### config.mk
export PLATFORM = sky130hd
export DESIGN_NAME = ds3_line_decoder
export DESIGN_NICKNAME = d
export VERILOG_FILES = /design/src/rtl/ds3dec_pkg.sv /design/src/rtl/ds3dec_classify.sv /design/src/rtl/ds3dec_delay.sv /design/src/rtl/ds3_line_decoder.sv
export SDC_FILE = /design/constraint.sdc
export NUM_CORES = 1
export LEC_CHECK = 0
export ABC_AREA = 1
export ABC_CLOCK_PERIOD_IN_PS = 1390
export BUFFER_PORTS_ARGS = -buffer_cell sky130_fd_sc_hd__buf_4
export CORE_AREA = 4 4 41 43
export DETAILED_ROUTE_END_ITERATION = 10
export DIE_AREA = 0 0 45 47
export PLACE_DENSITY = 0.74
export SLEW_MARGIN = 20
export SYNTH_ARGS = -nofsm -noshare
export SYNTH_HDL_FRONTEND = slang
export SYNTH_HIERARCHICAL = 1
export SYNTH_SLANG_ARGS = --single-unit
### constraint.sdc
create_clock -name clk -period 1.39 [get_ports clk]
set_clock_uncertainty 0.15 [all_clocks]
set_input_delay 0.0695 -clock clk [delete_from_list [all_inputs] [get_ports clk]]
set_output_delay 0.0695 -clock clk [all_outputs]
set_load 0.1 [all_outputs]
### src/rtl/ds3dec_pkg.sv
package ds3dec_pkg;

  // Length of one zero-substitution group on the line
  localparam int SUB_LEN = 3;
  // Bits that must stay erasable behind the current one
  localparam int HOLD = SUB_LEN - 1;

  typedef enum logic [1:0] {
    MODE_UNI  = 2'd0,
    MODE_AMI  = 2'd1,
    MODE_B3ZS = 2'd2
  } line_mode_t;

  function automatic line_mode_t pick_mode(input logic bipolar, input logic b3zs);
    if (!bipolar)  return MODE_UNI;
    else if (b3zs) return MODE_B3ZS;
    else           return MODE_AMI;
  endfunction

endpackage

### src/rtl/ds3dec_classify.sv
module ds3dec_classify
  import ds3dec_pkg::*;
#(
  parameter int HIST = HOLD
) (
  input  logic       clk,
  input  logic       rst,
  input  logic       flush,
  input  line_mode_t mode,
  input  logic       pos,
  input  logic       neg,
  output logic       bit_o,
  output logic       err_o,
  output logic       subst_o
);

  // hp[0] is the newest cycle; hv marks a pulse that was itself a violation
  logic [HIST-1:0] hp, hv;
  logic            have_last, last_pol;

  logic bip, pulse, both, single, bpv, gap, lead_ok;

  always_comb begin
    bip     = (mode != MODE_UNI);
    pulse   = bip & (pos | neg);
    both    = bip & pos & neg;
    single  = pulse & ~both;
    bpv     = single & have_last & (pos == last_pol);
    if (HIST > 1) gap = ~|hp[HIST-2:0];
    else          gap = 1'b1;
    lead_ok = ~hp[HIST-1] | ~hv[HIST-1];
    subst_o = (mode == MODE_B3ZS) & bpv & gap & lead_ok;
    err_o   = both | (bpv & ~subst_o);
    bit_o   = bip ? pulse : pos;
  end

  always_ff @(posedge clk) begin
    if (rst || flush) begin
      hp        <= '0;
      hv        <= '0;
      have_last <= 1'b0;
      last_pol  <= 1'b0;
    end else begin
      if (HIST > 1) begin
        hp <= {hp[HIST-2:0], pulse};
        hv <= {hv[HIST-2:0], both | bpv};
      end else begin
        hp <= pulse;
        hv <= both | bpv;
      end
      if (single) begin
        have_last <= 1'b1;
        last_pol  <= pos;
      end
    end
  end

  // a both-rails cycle can never close a substitution group
  a_r6_both_not_subst: assert property (@(posedge clk) disable iff (rst)
    (pos && neg) |-> !subst_o);

  // the first pulse after a flush is never taken as a violation
  a_r7_first_pulse_clean: assert property (@(posedge clk) disable iff (rst)
    flush |=> !(subst_o || (err_o && !(pos && neg))));

endmodule

### src/rtl/ds3dec_delay.sv
module ds3dec_delay
  import ds3dec_pkg::*;
#(
  parameter int DEPTH = HOLD
) (
  input  logic clk,
  input  logic rst,
  input  logic flush,
  input  logic bit_i,
  input  logic flag_i,
  input  logic zero_i,
  output logic nrz_o,
  output logic lcv_o
);

  logic [DEPTH-1:0] bq, fq;
  logic [DEPTH-1:0] bq_next, fq_next;

  generate
    if (DEPTH > 1) begin : g_multi
      assign bq_next = {bq[DEPTH-2:0], bit_i};
      assign fq_next = {fq[DEPTH-2:0], flag_i};
    end else begin : g_single
      assign bq_next = bit_i;
      assign fq_next = flag_i;
    end
  endgenerate

  always_ff @(posedge clk) begin
    if (rst || flush) begin
      bq    <= '0;
      fq    <= '0;
      nrz_o <= 1'b0;
      lcv_o <= 1'b0;
    end else begin
      fq    <= fq_next;
      lcv_o <= fq[DEPTH-1];
      if (zero_i) begin
        bq    <= '0;
        nrz_o <= 1'b0;
      end else begin
        bq    <= bq_next;
        nrz_o <= bq[DEPTH-1];
      end
    end
  end

  // a recognised group leaves nothing but zeros behind it
  a_r9_group_erased: assert property (@(posedge clk) disable iff (rst)
    (zero_i && !flush) |=> (nrz_o == 1'b0) && (bq == '0));

endmodule

### src/rtl/ds3_line_decoder.sv
module ds3_line_decoder
  import ds3dec_pkg::*;
(
  input  logic clk,
  input  logic rst,
  input  logic cfg_bipolar,
  input  logic cfg_b3zs,
  input  logic pos_in,
  input  logic neg_in,
  output logic nrz_out,
  output logic lcv_out
);

  line_mode_t cur_mode, mode_q;
  logic       flush;
  logic       dec_bit, dec_err, dec_sub;

  assign cur_mode = pick_mode(cfg_bipolar, cfg_b3zs);
  assign flush    = (cur_mode != mode_q);

  always_ff @(posedge clk) begin
    if (rst) mode_q <= cur_mode;
    else     mode_q <= cur_mode;
  end

  ds3dec_classify #(.HIST(HOLD)) u_cls (
    .clk     (clk),
    .rst     (rst),
    .flush   (flush),
    .mode    (mode_q),
    .pos     (pos_in),
    .neg     (neg_in),
    .bit_o   (dec_bit),
    .err_o   (dec_err),
    .subst_o (dec_sub)
  );

  ds3dec_delay #(.DEPTH(HOLD)) u_dly (
    .clk    (clk),
    .rst    (rst),
    .flush  (flush),
    .bit_i  (dec_bit),
    .flag_i (dec_err),
    .zero_i (dec_sub),
    .nrz_o  (nrz_out),
    .lcv_o  (lcv_out)
  );

  // Edges since the last reset or flush, saturating; used only by the checks
  logic [1:0] age;
  always_ff @(posedge clk) begin
    if (rst || flush)   age <= 2'd0;
    else if (age != 2'd3) age <= age + 2'd1;
  end

  // single-rail data emerges three samples later
  a_r2_uni_data: assert property (@(posedge clk) disable iff (rst)
    (age == 2'd3 && mode_q == MODE_UNI) |-> nrz_out == $past(pos_in, 3));

  // AMI data is the OR of the rails three samples later
  a_r5_ami_data: assert property (@(posedge clk) disable iff (rst)
    (age == 2'd3 && mode_q == MODE_AMI) |-> nrz_out == $past(pos_in | neg_in, 3));

  // no violation is ever reported in single-rail mode
  a_r3_uni_quiet: assert property (@(posedge clk) disable iff (rst)
    (mode_q == MODE_UNI) |-> !lcv_out);

  // a format change clears both outputs
  a_r12_flush_zero: assert property (@(posedge clk) disable iff (rst)
    flush |=> !nrz_out && !lcv_out);

endmodule

# Yosys cells after proc, flatten, opt, wreduce, memory -nomap -nowiden
# Index checks and enable logic that the tools add are counted.
# word_totals
ff_bits	14
input_bits	6
out_inout_bits	2
wordCells	37
# classes
n_eq_ne	3
mux	3
n_bitwise	18
n_reduce_logical	4
# op_table
op	count
$and A1 B1 Y1	10
$mux W2	2
$not A1 Y1	4
$or A1 B1 Y1	4
$eq A2 B2 Y1 const B	1
$ne A2 B2 Y1	1
$reduce_bool A2 Y1	1
$reduce_or A2 Y1	1
$eq A1 B1 Y1	1
$logic_not A1 Y1	1
$logic_or A1 B1 Y1	1
$mux W1	1

# Longest topological paths before layout
# logic_depth
ltp_word	13
depth_mapped	8
mapped_depth_nobuf	8

# By module
# Netlist, hierarchy kept.
# by_module_without_submodules
module	n_inst	cells_each	area_each_um2	seq_area_each_um2
ds3dec_classify	1	44	296.5	120.1
ds3dec_delay	1	22	180.2	120.1
ds3_line_decoder	1	16	95.1	40.0

# Least setup slack after synthesis
# OpenSTA, ideal clock, no wires.
# synth_path
path_kind	reg2reg
from	register mode_q[0]
to	register u_dly.bq[0]
setup_ps	112
arrival_time_ps	929
required_ps	1128
setup_slack_ps	198
path_stages_with_launch	8
path_buffers	0
synth_period_minus_slack_ps	1192
cell_sequence	dfxtp_1 inv_1 nand2_1 nand3_2 nor3_2 inv_1 nand2_1 nor2_1
# synth_via
elab_chain_len	11
elab_cells_between_ends	16
cone_classes	eq/ne (2); mux (1); bitwise (10); reduce/logical (3)
# synth_rtl
item	line	rtl
from (decl)	ds3_line_decoder.sv:14	line_mode_t cur_mode, mode_q;
from (signal assigned)	ds3_line_decoder.sv:22	if (rst) mode_q <= cur_mode;
from (signal assigned)	ds3_line_decoder.sv:23	else mode_q <= cur_mode;
$reduce_bool A2 Y1	ds3dec_classify.sv:24	bip = (mode != MODE_UNI);
$and A1 B1 Y1 (2 in series)	ds3dec_classify.sv:26	both = bip & pos & neg;
$not A1 Y1	ds3dec_classify.sv:27	single = pulse & ~both;
$and A1 B1 Y1	ds3dec_classify.sv:27	
$and A1 B1 Y1 (2 in series)	ds3dec_classify.sv:28	bpv = single & have_last & (pos == last_pol);
$and A1 B1 Y1 (*) (3 in series)	ds3dec_classify.sv:32	subst_o = (mode == MODE_B3ZS) & bpv & gap & lead_ok;
named net dec_sub	ds3_line_decoder.sv:16	logic dec_bit, dec_err, dec_sub;
$reduce_or A2 Y1 (no line) (*)	-	
to (signal assigned)	ds3dec_delay.sv:42	bq <= bq_next;
to (decl)	ds3dec_delay.sv:16	logic [DEPTH-1:0] bq, fq;
# The timed path passes the listed nets; every way through them passes the cells marked *.
# A chain may end at the register's enable or synchronous reset.

# Final worst setup path
# layout_path
from	input port pos_in
to	register u_dly.fq[0]
# layout_via
elab_chain_len	12
elab_cells_between_ends	15
cone_classes	eq/ne (1); bitwise (14)
# layout_rtl
item	line	rtl
from (decl)	ds3_line_decoder.sv:8	input logic pos_in,
$and A1 B1 Y1 (2 in series)	ds3dec_classify.sv:26	
$not A1 Y1	ds3dec_classify.sv:27	
$and A1 B1 Y1	ds3dec_classify.sv:27	
$and A1 B1 Y1 (2 in series)	ds3dec_classify.sv:28	
$and A1 B1 Y1 (3 in series)	ds3dec_classify.sv:32	
$not A1 Y1	ds3dec_classify.sv:33	err_o = both | (bpv & ~subst_o);
$and A1 B1 Y1	ds3dec_classify.sv:33	
$or A1 B1 Y1 (*)	ds3dec_classify.sv:33	
named net dec_err	ds3_line_decoder.sv:16	
to (signal assigned)	ds3dec_delay.sv:36	fq <= fq_next;
to (decl)	ds3dec_delay.sv:16	
# Marked as above.

==> reports/metrics.csv <==
stage,metric,value,unit
floorplanning,Top-Level Pins,8,
hold_path,hold_sp,neg_in,
detailed_routing,Final ANT Viol Nets,0,
cts,Sink Count,14,
cells_and_area,fill cell count,134,
timing,unrepaired setup endpoints after global routing,no,
critical_path,reg2reg end,u_cls/have_last,
grt,initial antenna violation count,0,
detailed_routing,vias per cell,4.26,
timing,Setup TNS Final,0,ps
timing,final period utilization,0.892,
grt,vias in the first global route,453,
yosys,synth unique cells,12,
yosys,Syn Area/Cell,6.97,um2
cts,Num CTS Buffers,3,
yosys,Synth Area in Compound Gates,0.0481,
detailed_routing,vias,477,
yosys,xor/xnor share of the synthesized area,0,
cts,H-tree Lvls,1,
power,Peak supply drop,0.579,mV
hold_path,hold depth,5,
run_status,status,finished clean,
hold_path,WHS Endpoint,u_dly/bq[0],
placed_design,Placer Congestion,0.852,
cells_and_area,Nets,104,
floorplanning,core area,1300,um2
power,Power Density,1090,nW/um2
grt,GR Overflow Total,0,
yosys,Seq cells post-synth,14,
placed_design,Post-DP HPWL,710,um
critical_path,CP Data Arrival Time,1300,ps
cts,Clock Path Buffers,2,
run,max_cap viols,0,
detailed_routing,Routed WL per cell,8.60,um
cells_and_area,Layout area overhead,26.7,%
critical_path,data required time of the worst path,1450,ps
yosys,cell area after synthesis,572,um2
cts,postcts setup bufs,0,
yosys,mux cell area share after synthesis,0,
timing,Pins Over Slew Limit,0,
cts,Clock Latency Late Sink,270,ps
timing,slew margin rel.,0.817,
placed_design,dpl ws,83.8,ps
yosys,Syn Inst Count,82,
critical_path,critical path class,in -> reg,
power,leak pwr,0.340,nW
grt,first-pass GRT wire length,1690,um
cells_and_area,fin util,0.557,
timing,Final WS setup,150,ps
critical_path,R2R Setup Slk,190,ps
hold_path,worst min-delay path class,in -> reg,
timing,Tmin final,1240,ps
critical_path,Worst R2R Path Depth,6,
detailed_routing,drt first-iter violations,8,
floorplanning,Initial Util,0.439,
timing,Final setup violation count,0,
yosys,synthesized net count,88,
cts,CTS root buffer,clkbuf_4,
cells_and_area,share of post-route cells with drive strength above 1,0.206,
timing,WHS,22.4,ps
grt,pin count of the biggest net entering global routing,9,
cells_and_area,"commonest non-fill, non-tap cell in the layout",inv_1,
critical_path,Worst Setup End Kind,flip-flop,
cells_and_area,number of diodes,0,
yosys,simple logic cell fraction of the synthesized area,0.304,
timing,Peak Freq,806,MHz
floorplanning,Site Rows,13,
cts,clock slew at the register clock pins of the worst setup and hold paths,80,ps
yosys,YS warnings,6,
detailed_routing,Pre-Repair DR Iteration Count,4,
yosys,post-synthesis sequential area ratio,0.490,
floorplanning,Die Y,47,um
placed_design,IO Port Bufs,7,
detailed_routing,Routed WL,963,um
timing,final hold viol count,0,
critical_path,CP max FO,4,
critical_path,type of origin of the critical path,input port,
detailed_routing,DRC errors left,0,
floorplanning,die area,2120,um2
timing,slew of the pin with the lowest slew margin,277,ps
floorplanning,width of the chip,45,um
yosys,Synth Area in Adders,0,
cells_and_area,most frequent cells in the layout,"inv_1, nand2_1, nor2_1",
critical_path,reg2reg start,mode_q[0],
grt,total track usage,0.116,
yosys,combinational family with the most area after synthesis,simple AND/OR/NAND/NOR gates,
cts,CTS tree,yes,
==> critical path: stages <==
cell           delay (ps)
dlygate4sd3_1         540
buf_4                 150
nand2_1                90
nand3_2               120
nor2_1                100
nand2_1                50
nand2_1                50
inv_1                  30
nor2_1                 90
==> logic make-up (layout without fill, tap and decap cells) <==
family	Yosys count	count (layout)
AO/OA/AOI/OAI	5	5
buffers and inverters	24	39
AND/OR/NAND/NOR	39	39
flip-flops	14	14
==> per-stage QoR <==
step	std cells	area, um2	total power [mW]
after floorplan	82	572	0.474
after CTS	112	719	0.797
after global routing	112	724	0.832
final	112	724	0.787
after global placement	104	643	0.497
after detailed placement	104	643	0.498
==> timing repair <==
action,4_1_cts,5_1_grt
gates resized for setup,0,3
endpoints found under the setup margin,0,7
endpoints found under the hold margin,14,0
hold buffers,4,0
==> worst max path at each step <==
| stage | start | to | slack, ps |
|---|---|---|---|
| floorplan | mode_q[0] | u_dly/bq[0] | 200 |
| global placement | mode_q[0] | u_dly/bq[0] | 110 |
| detailed placement | mode_q[0] | u_dly/bq[0] | 80 |
| CTS | mode_q[0] | u_dly/bq[0] | 70 |
| global route | pos_in | u_dly/bq[0] | 40 |
| finish | pos_in | u_dly/fq[0] | 150 |
==> synthesized netlist by cell type, drive strengths merged <==
cell	n	area, um2
inv	24	90.1
o21ai	1	5.00
nand3	5	35.0
dfxtp	14	280
o21bai	1	7.51
nor3	1	10.0
nand2	19	76.3
nor2	14	52.6
a21oi	3	15.0
==> where the power goes <==
group          switching [mW]  total [mW]  internal (mW)
logic                  0.0471      0.0827         0.0356
registers             0.00657       0.418          0.411
clock network           0.127       0.286          0.159
total                   0.180       0.787          0.606
==> routing by layer <==
metal	up-vias	wire [um]	track usage
li1	264	-	-
met1	200	419	0.124
met2	11	478	0.192
met3	2	56	0.0345
met4	0	9	0.0877
met5	-	0	0
==> state kept, by name, summed over array words and instances (netlist names) <==
register and count:
u_cls/have_last 1, u_dly/fq 2, u_dly/nrz_o 1, u_cls/hv 2, u_cls/last_pol 1, u_cls/hp 2, u_dly/lcv_o 1, u_dly/bq 2
mode_q 2
==> cell type report <==
cell class	count	area, um2	area share
Tap cell	15	18.8	0.0259
Multi-Input combinational cell	44	204	0.282
Sequential cell	14	283	0.390
Timing Repair Buffer	11	92.6	0.128
Inverter	24	90.1	0.124
Clock buffer	4	36.3	0.0501
Power figures use the tool's default switching activity.
